--- src/rtl/shift_pkg.sv ---
package shift_pkg;

  typedef enum logic [1:0] {
    SH_LSL     = 2'b00,
    SH_LSR     = 2'b01,
    SH_ASR     = 2'b10,
    SH_ASR_ALT = 2'b11
  } shift_op_e;

  function automatic logic op_is_left(input logic [1:0] op);
    return (op == SH_LSL);
  endfunction

  function automatic logic op_is_arith(input logic [1:0] op);
    return op[1];
  endfunction

endpackage

--- src/rtl/shift_array.sv ---
module shift_array
  import shift_pkg::*;
#(
  parameter int WIDTH = 32,
  parameter int MOD_W = 6
) (
  input  logic [WIDTH-1:0] data,
  input  logic [MOD_W-1:0] amt,
  input  logic [1:0]       op,
  output logic [WIDTH-1:0] res
);
  localparam int STG = $clog2(WIDTH);

  logic             left;
  logic             fill;
  logic             over;
  logic [(STG+1)*WIDTH-1:0] chain;

  assign left  = op_is_left(op);
  assign fill  = op_is_arith(op) & data[WIDTH-1];
  assign over  = (amt > MOD_W'(WIDTH - 1));
  assign chain[WIDTH-1:0] = data;

  for (genvar k = 0; k < STG; k++) begin : g_stage
    localparam int D = 1 << k;
    logic [WIDTH-1:0] cur;
    logic [WIDTH-1:0] shl;
    logic [WIDTH-1:0] shr;
    assign cur = chain[k*WIDTH +: WIDTH];
    assign shl = {cur[WIDTH-1-D:0], {D{1'b0}}};
    assign shr = {{D{fill}}, cur[WIDTH-1:D]};
    assign chain[(k+1)*WIDTH +: WIDTH] = !amt[k] ? cur : (left ? shl : shr);
  end

  assign res = over ? {WIDTH{fill}} : chain[STG*WIDTH +: WIDTH];

endmodule

--- src/rtl/shift_carry.sv ---
module shift_carry
  import shift_pkg::*;
#(
  parameter int WIDTH = 32,
  parameter int MOD_W = 6
) (
  input  logic [WIDTH-1:0] data,
  input  logic [MOD_W-1:0] amt,
  input  logic [1:0]       op,
  input  logic             carry_in,
  output logic             cy
);
  localparam int IDX_W = $clog2(WIDTH);

  logic [MOD_W-1:0] left_pos;
  logic [MOD_W-1:0] right_pos;

  assign left_pos  = MOD_W'(WIDTH) - amt;
  assign right_pos = amt - MOD_W'(1);

  always_comb begin
    if (amt == '0) begin
      cy = carry_in;
    end else if (amt < MOD_W'(WIDTH)) begin
      cy = op_is_left(op) ? data[left_pos[IDX_W-1:0]] : data[right_pos[IDX_W-1:0]];
    end else if (amt == MOD_W'(WIDTH)) begin
      cy = op_is_left(op) ? data[0] : data[WIDTH-1];
    end else begin
      cy = op_is_arith(op) & data[WIDTH-1];
    end
  end

endmodule

--- src/rtl/shift_outreg.sv ---
module shift_outreg #(
  parameter int WIDTH = 32
) (
  input  logic             clk,
  input  logic             rst,
  input  logic             en,
  input  logic [WIDTH-1:0] d_res,
  input  logic             d_cy,
  output logic [WIDTH-1:0] q_res,
  output logic             q_cy,
  output logic             q_ext,
  output logic             q_neg,
  output logic             q_zero,
  output logic             q_ovf
);

  always_ff @(posedge clk) begin
    if (rst) begin
      q_res  <= '0;
      q_cy   <= 1'b0;
      q_ext  <= 1'b0;
      q_neg  <= 1'b0;
      q_zero <= 1'b0;
      q_ovf  <= 1'b0;
    end else if (en) begin
      q_res  <= d_res;
      q_cy   <= d_cy;
      q_ext  <= d_cy;
      q_neg  <= d_res[WIDTH-1];
      q_zero <= ~|d_res;
      q_ovf  <= 1'b0;
    end
  end

endmodule

--- src/rtl/barrel_shift_cc.sv ---
module barrel_shift_cc
  import shift_pkg::*;
#(
  parameter int WIDTH = 32,
  parameter int CNT_W = 8,
  parameter int MOD_W = 6
) (
  input  logic             clk,
  input  logic             rst,
  input  logic             en,
  input  logic [WIDTH-1:0] data_in,
  input  logic [CNT_W-1:0] count,
  input  logic [1:0]       op,
  input  logic             carry_in,
  output logic [WIDTH-1:0] result,
  output logic             carry,
  output logic             extend,
  output logic             neg,
  output logic             zero,
  output logic             ovf
);
  logic [MOD_W-1:0] amt;
  logic [WIDTH-1:0] sh_res;
  logic             sh_cy;

  assign amt = count[MOD_W-1:0];

  shift_array #(.WIDTH(WIDTH), .MOD_W(MOD_W)) array_i (
    .data (data_in),
    .amt  (amt),
    .op   (op),
    .res  (sh_res)
  );

  shift_carry #(.WIDTH(WIDTH), .MOD_W(MOD_W)) carry_i (
    .data     (data_in),
    .amt      (amt),
    .op       (op),
    .carry_in (carry_in),
    .cy       (sh_cy)
  );

  shift_outreg #(.WIDTH(WIDTH)) oreg_i (
    .clk    (clk),
    .rst    (rst),
    .en     (en),
    .d_res  (sh_res),
    .d_cy   (sh_cy),
    .q_res  (result),
    .q_cy   (carry),
    .q_ext  (extend),
    .q_neg  (neg),
    .q_zero (zero),
    .q_ovf  (ovf)
  );

endmodule

--- config.mk ---
export PLATFORM = sky130hd
export DESIGN_NAME = barrel_shift_cc
export DESIGN_NICKNAME = d
export VERILOG_FILES = /design/src/rtl/shift_pkg.sv /design/src/rtl/shift_array.sv /design/src/rtl/shift_carry.sv /design/src/rtl/shift_outreg.sv /design/src/rtl/barrel_shift_cc.sv
export SDC_FILE = /design/constraint.sdc
export NUM_CORES = 1
export LEC_CHECK = 0
export ABC_AREA = 1
export ABC_CLOCK_PERIOD_IN_PS = 2600
export BUFFER_PORTS_ARGS = -buffer_cell sky130_fd_sc_hd__buf_2
export CORE_AREA = 2 2 73 144
export DETAILED_ROUTE_END_ITERATION = 7
export DIE_AREA = 0 0 75 146
export PLACE_DENSITY_LB_ADDON = 0.08
export SLEW_MARGIN = 40
export SYNTH_ARGS = -nofsm -noshare
export SYNTH_HDL_FRONTEND = slang
export SYNTH_SLANG_ARGS = --single-unit
export TNS_END_PERCENT = 30
--- constraint.sdc ---
create_clock -name clk -period 2.6 [get_ports clk]
set_clock_uncertainty 0.2 [all_clocks]
set_input_delay 0.39 -clock clk [delete_from_list [all_inputs] [get_ports clk]]
set_output_delay 0.39 -clock clk [all_outputs]
set_load 0.05 [all_outputs]
Yosys cells after proc, flatten, opt, wreduce, memory -nomap -nowiden:

Cells that the tools add are included.

* flip-flop bits (word level): 35
* word-level logic and storage cells: 36
* output and inout bits: 37

* mux-type cells: 20
* add/sub/neg operators: 2
* order comparisons: 4
* bitwise logic cells: 1
* equality and inequality tests: 1
* reduce and logical (&&, ||, !) cells: 4

Operator list (number)
* two-way mux 32 bit: 11
* OR reduction 32 bit: 1
* less-than comparator 5 x 6 -> 1 bit (second input constant): 2
* binary-select mux 1 bit (select 5 bit): 2
* two-way mux 1 bit: 7
* == test 6 bit (second input constant): 1
* greater-than comparator 6 x 5 -> 1 bit (second input constant): 1
* zero test 6 bit: 1
* less-than comparator 6 bit (second input constant): 1
* subtractor 1 x 5 -> 5 bit (first input constant): 1
* subtractor 5 x 1 -> 5 bit (second input constant): 1
* zero test 2 bit: 1
* bitwise AND 1 bit: 1
* zero test 1 bit: 1

Depth between registers and ports, before layout:

* depth in word-level cells: 14
* gate-level depth with buffers: 21

Modules after synthesis:

Synthesis repeated with hierarchy kept, for this count alone.

* cell total of the unflattened synthesis: 1144
* area, all modules: 5743.0 µm²

Modules (own cells, without submodules)
* shift_array: seq. area each 0.0 µm², area an instance 3484.6 µm², cells each 774, instances 1
* shift_outreg: seq. area each 680.7 µm², area an instance 1338.8 µm², cells each 176, instances 1
* shift_carry: seq. area each 0.0 µm², area an instance 919.6 µm², cells each 194, instances 1

Worst setup path before layout:

Ideal clock, no wire load.

* path type: input -> register
* from: input count[1]
* to: register oreg_i.q_cy
* required time: 2277 ps
* arrival time: 2327 ps
* path slack: -50 ps
* cell stages on the path: 13
* cells stage by stage: inv_1 > buf_2 > buf_1 > ha_1 > inv_1 > clkbuf_1 > o211ai_1 > o311ai_0 > nand3_1 > nand3_1 > nand2_1 > o2111ai_1 > a21oi_1

* word-level cells in the longest chain between the ends: 6

RTL lines
* start, declared: line barrel_shift_cc.sv:12 `input logic [CNT_W-1:0] count,`
* subtractor 5 x 1 -> 5 bit or subtractor 1 x 5 -> 5 bit (tied branches): line shift_carry.sv:19, shift_carry.sv:18
* binary-select mux 1 bit (select 5 bit): line shift_carry.sv:25 `cy = op_is_left(op) ? data[left_pos[IDX_W-1:0]] : data[right_pos[IDX_W-1:0]];`
* two-way mux 1 bit (not written as such): line shift_carry.sv:25
* two-way mux 1 bit: line shift_carry.sv:25
* two-way mux 1 bit: line shift_carry.sv:24 `end else if (amt < MOD_W'(WIDTH)) begin`
* two-way mux 1 bit (*): line shift_carry.sv:22 `if (amt == '0) begin`
* end signal, assigned: line shift_outreg.sv:27 `q_cy <= d_cy;`
* end, declared: line shift_outreg.sv:10 `output logic q_cy,`

Every way passes the cells marked *; elsewhere a longest branch is shown, timed or not. The select of a mux whose other input is x is not followed.
A chain may end at the register's enable or synchronous reset.

Worst setup path in the final report:

* from: input op[0]
* to: register oreg_i.q_zero

* word-level cells in the longest chain between the ends: 14

RTL lines
* start, declared: line barrel_shift_cc.sv:13 `input logic [1:0] op,`
* zero test 2 bit (*): line shift_pkg.sv:11 `return (op == SH_LSL);`
* two-way mux 32 bit (9 in a row): line shift_array.sv:32 `assign chain[(k+1)*WIDTH +: WIDTH] = !amt[k] ? cur : (left ? shl : shr);`
* two-way mux 32 bit (*): line shift_array.sv:32
* two-way mux 32 bit (*): line shift_array.sv:35 `assign res = over ? {WIDTH{fill}} : chain[STG*WIDTH +: WIDTH];`
* OR reduction 32 bit (*): line shift_outreg.sv:30 `q_zero <= ~|d_res;`
* zero test 1 bit (*): line shift_outreg.sv:30
* end signal, assigned: line shift_outreg.sv:30
* end, declared: line shift_outreg.sv:13 `output logic q_zero,`

Every way passes the cells marked *; elsewhere a longest branch is shown, timed or not.

==> results.cfg <==
[global_route]
grt_use_total_pct = 40.7
grt_max_degree = 35
grt_pass1_vias = 7181
grt_antenna_before_repair = 0
overflow = 0
grt_pass1_wl_mm = 34.8

[outcome]
violations = setup timing
status = finished with violations

[critical_path]
cp_max_fo = 6
slowest_stage = o21ai_4
startpoint_type = input pin
cp.arrival_ps = 2740
critPathKind = in2reg
critPathTopFamily = simple AND/OR/NAND/NOR gates
worstPathRequired_ps = 2620
crit_chain = buf_2, nor2_4, buf_12, clkbuf_16, nor2_1, nor2_1, nand2_1, buf_4, nand2_1, nand3_1, nand2_1, nand3_2, nand2_2, nand3_4, o21ai_4, nand2_1, nor2_1, nand2_1, nor2_2, nand3_2, a21oi_1
slowest_delay_ps = 250
cp_num_buf_inv = 4
crit_path_end_kind = flip-flop
cp_common_cell = nand2_1

[clock_tree]
cts_sinks = 34
htreeDepth = 2
cts.clk_slew.worst_paths_ps = 50
clk_latency_ps = 280
clk_path_buf_depth = 2
cts_buffers = 5
ctsRootBufferMaster = clkbuf_16
cts_tree = built

[timing]
worst_pin_slew_ps = 852
fin_tns_setup_ps = -178
fmax_ghz = 0.368
rsz0062_at_grt = true
setup_viol = 2
finalCriticalPeriod_ps = 2720
period_share_pct = 105
setup_slack_ps = -119
maxSlewHeadroom_pct = 43.0
slew_violations = 0
final_hold_viol_count = 0

[routing]
drt_iter0_markers = 526
wl_per_cell_um = 16.6
wl_mm = 22.6
firstDrtPassIters = 5
antenna_left = 0
route.vias.total = 7760
routed_via_density = 5.68
drc = 0

[yosys]
synthSimpleGateAreaFrac_pct = 57.9
synth_nets = 1077
syn_area_per_cell_um2 = 4.96
syn_area_um2 = 5100
synth_top_family_by_area = simple AND/OR/NAND/NOR gates
ys_seq_area_share_pct = 13.3
ys.flop_type = dfxtp_1
ys_async_sr_fraction_pct = 0
synth_edf_count = 0
postSynthCellCount = 1030
synthXorXnorAreaFrac_pct = 0.343
ys_types = 38
ys_ff_latch = 34
synth-compound-area-share_pct = 17.5
synth.area.mux_share_pct = 0
yosys_warnings = 0
synthAdderAreaFrac_pct = 0.245

[floorplanning]
initial_core_util_pct = 52.3
die_y_um = 146
die_area_um2 = 11000
die_x_um = 75
ios = 83
fp-row-count = 51
core_um2 = 9760

[power_and_ir_drop]
p_leak_nw = 4.17
power.density_nw_per_um2 = 386
ir_worst_vdd_v = 0.000383

[min_path]
hp-class = in2reg

[finish]
antenna_cells = 0
layout_commonest_cell = nand2_1
final_cell_mix = 415 x nand2_1, 170 x buf_4, 91 x nor2_1
final_area_um2 = 7560
nNetsFinal = 1279
area_growth_pct = 48.1
drive_above_1_share_pct = 32.2

[placed_design]
portBuffers = 79
dp_hpwl_mm = 17.3
place.gp.congestion = 1.04
place_area_um2 = 6680

[run]
maxCapViolations = 0
final cells by class:
type                       instances  area (um^2)
fill                             881         2200
clock buffer                       6          129
timing repair buffer             263         1950
inverter                          55          209
clock inverter                     2         37.5
sequential                        34          681
tap                              132          165
multi-input combinational        873         4390
metrics by stage:
step | hold slack [ps] | total power [mW] | std cells | setup slack, ps | utilization (%)
6_report | 94.2 | 2.92 | 1365 | -119 | 77.4
5_1_grt | 101 | 3.08 | 1365 | -344 | 77.4
4_1_cts | 85.4 | 2.78 | 1361 | -0.845 | 73.6
3_5_place_dp | 277 | 2.03 | 1342 | -401 | 68.4
3_3_place_gp | 278 | 2.03 | 1342 | -383 | 68.4
2_1_floorplan | 259 | 1.46 | 1030 | 81.3 | -
where the power goes:
part | internal (mW) | leakage, nW | switching (mW)
combinational | 0.624 | 3.81 | 1.05
clock | 0.452 | 0.0771 | 0.219
sequential | 0.559 | 0.281 | 0.0162
cells in the mapped netlist, types with 2 or more instances:
cell	count	area share, %
nor2_2	2	0.25
dfxtp_1	34	13
clkbuf_1	37	2.7
o221a_2	3	0.66
o211ai_1	6	0.88
o21ai_0	46	4.5
nand2_1	462	34
a31oi_1	2	0.25
buf_2	14	1.4
buf_4	10	1.5
o221ai_1	6	1.0
nand2_2	2	0.25
buf_1	5	0.37
nand4_1	20	2.5
o21bai_2	2	0.44
a21oi_1	47	4.6
buf_6	3	0.66
o21bai_1	17	2.5
nor2_1	98	7.2
inv_1	51	3.7
nand3_1	128	13
clkinv_1	3	0.22
nand3_2	4	0.78
o311ai_0	4	0.69
o21ai_1	11	1.1
routing by layer:
metal  vias up  wire length, um  global-route usage [%]
met2       388            11600                    71.1
met4         0             2430                    35.0
met1      3464             7160                    38.3
met3       154             1350                    6.65
li1       3754                -                       -
met5         -                0                       0
worst paths after layout:
kind / from / to / slack (ps) / depth (start not counted)
worst min register to register: oreg_i.q_zero$_SDFFE_PP0P_ / oreg_i.q_zero$_SDFFE_PP0P_ / 280 / 2
worst max-delay path: op[0] / oreg_i.q_zero$_SDFFE_PP0P_ / -120 / 21
worst min-delay path: rst / oreg_i.q_zero$_SDFFE_PP0P_ / 90 / 2
worst max register to register: oreg_i.q_res[23]$_SDFFE_PP0P_ / oreg_i.q_res[23]$_SDFFE_PP0P_ / 1690 / 2
logic make-up (layout without fill, tap and decap cells):
group                    Yosys count  in the layout
AO/OA/AOI/OAI                    149            149
XOR/XNOR                           2              2
adder cells (fa/ha/maj)            1              1
buffers and inverters            124            326
flip-flops                        34             34
other                              1              1
AND/OR/NAND/NOR                  719            720
repair_timing:
| action | CTS | global route |
|---|---|---|
| pin swaps | 21 | 38 |
| resized for setup | 47 | 88 |
| gates cloned | 4 | 1 |
| endpoints found under the setup margin | 1 | 9 |
| setup buffers | 7 | 3 |
| hold buffers | 0 | 0 |
sequential cells by signal (all words and copies together), names as in the netlist:
signal	flops
oreg_i.q_res	32
oreg_i.q_zero	1
oreg_i.q_cy	1
worst register-to-register path: stages, from the launching register on:
cell,delay [ps]
dfxtp_1,310
o21ai_0,210
a21oi_1,70
Power figures use the tool's default switching activity.
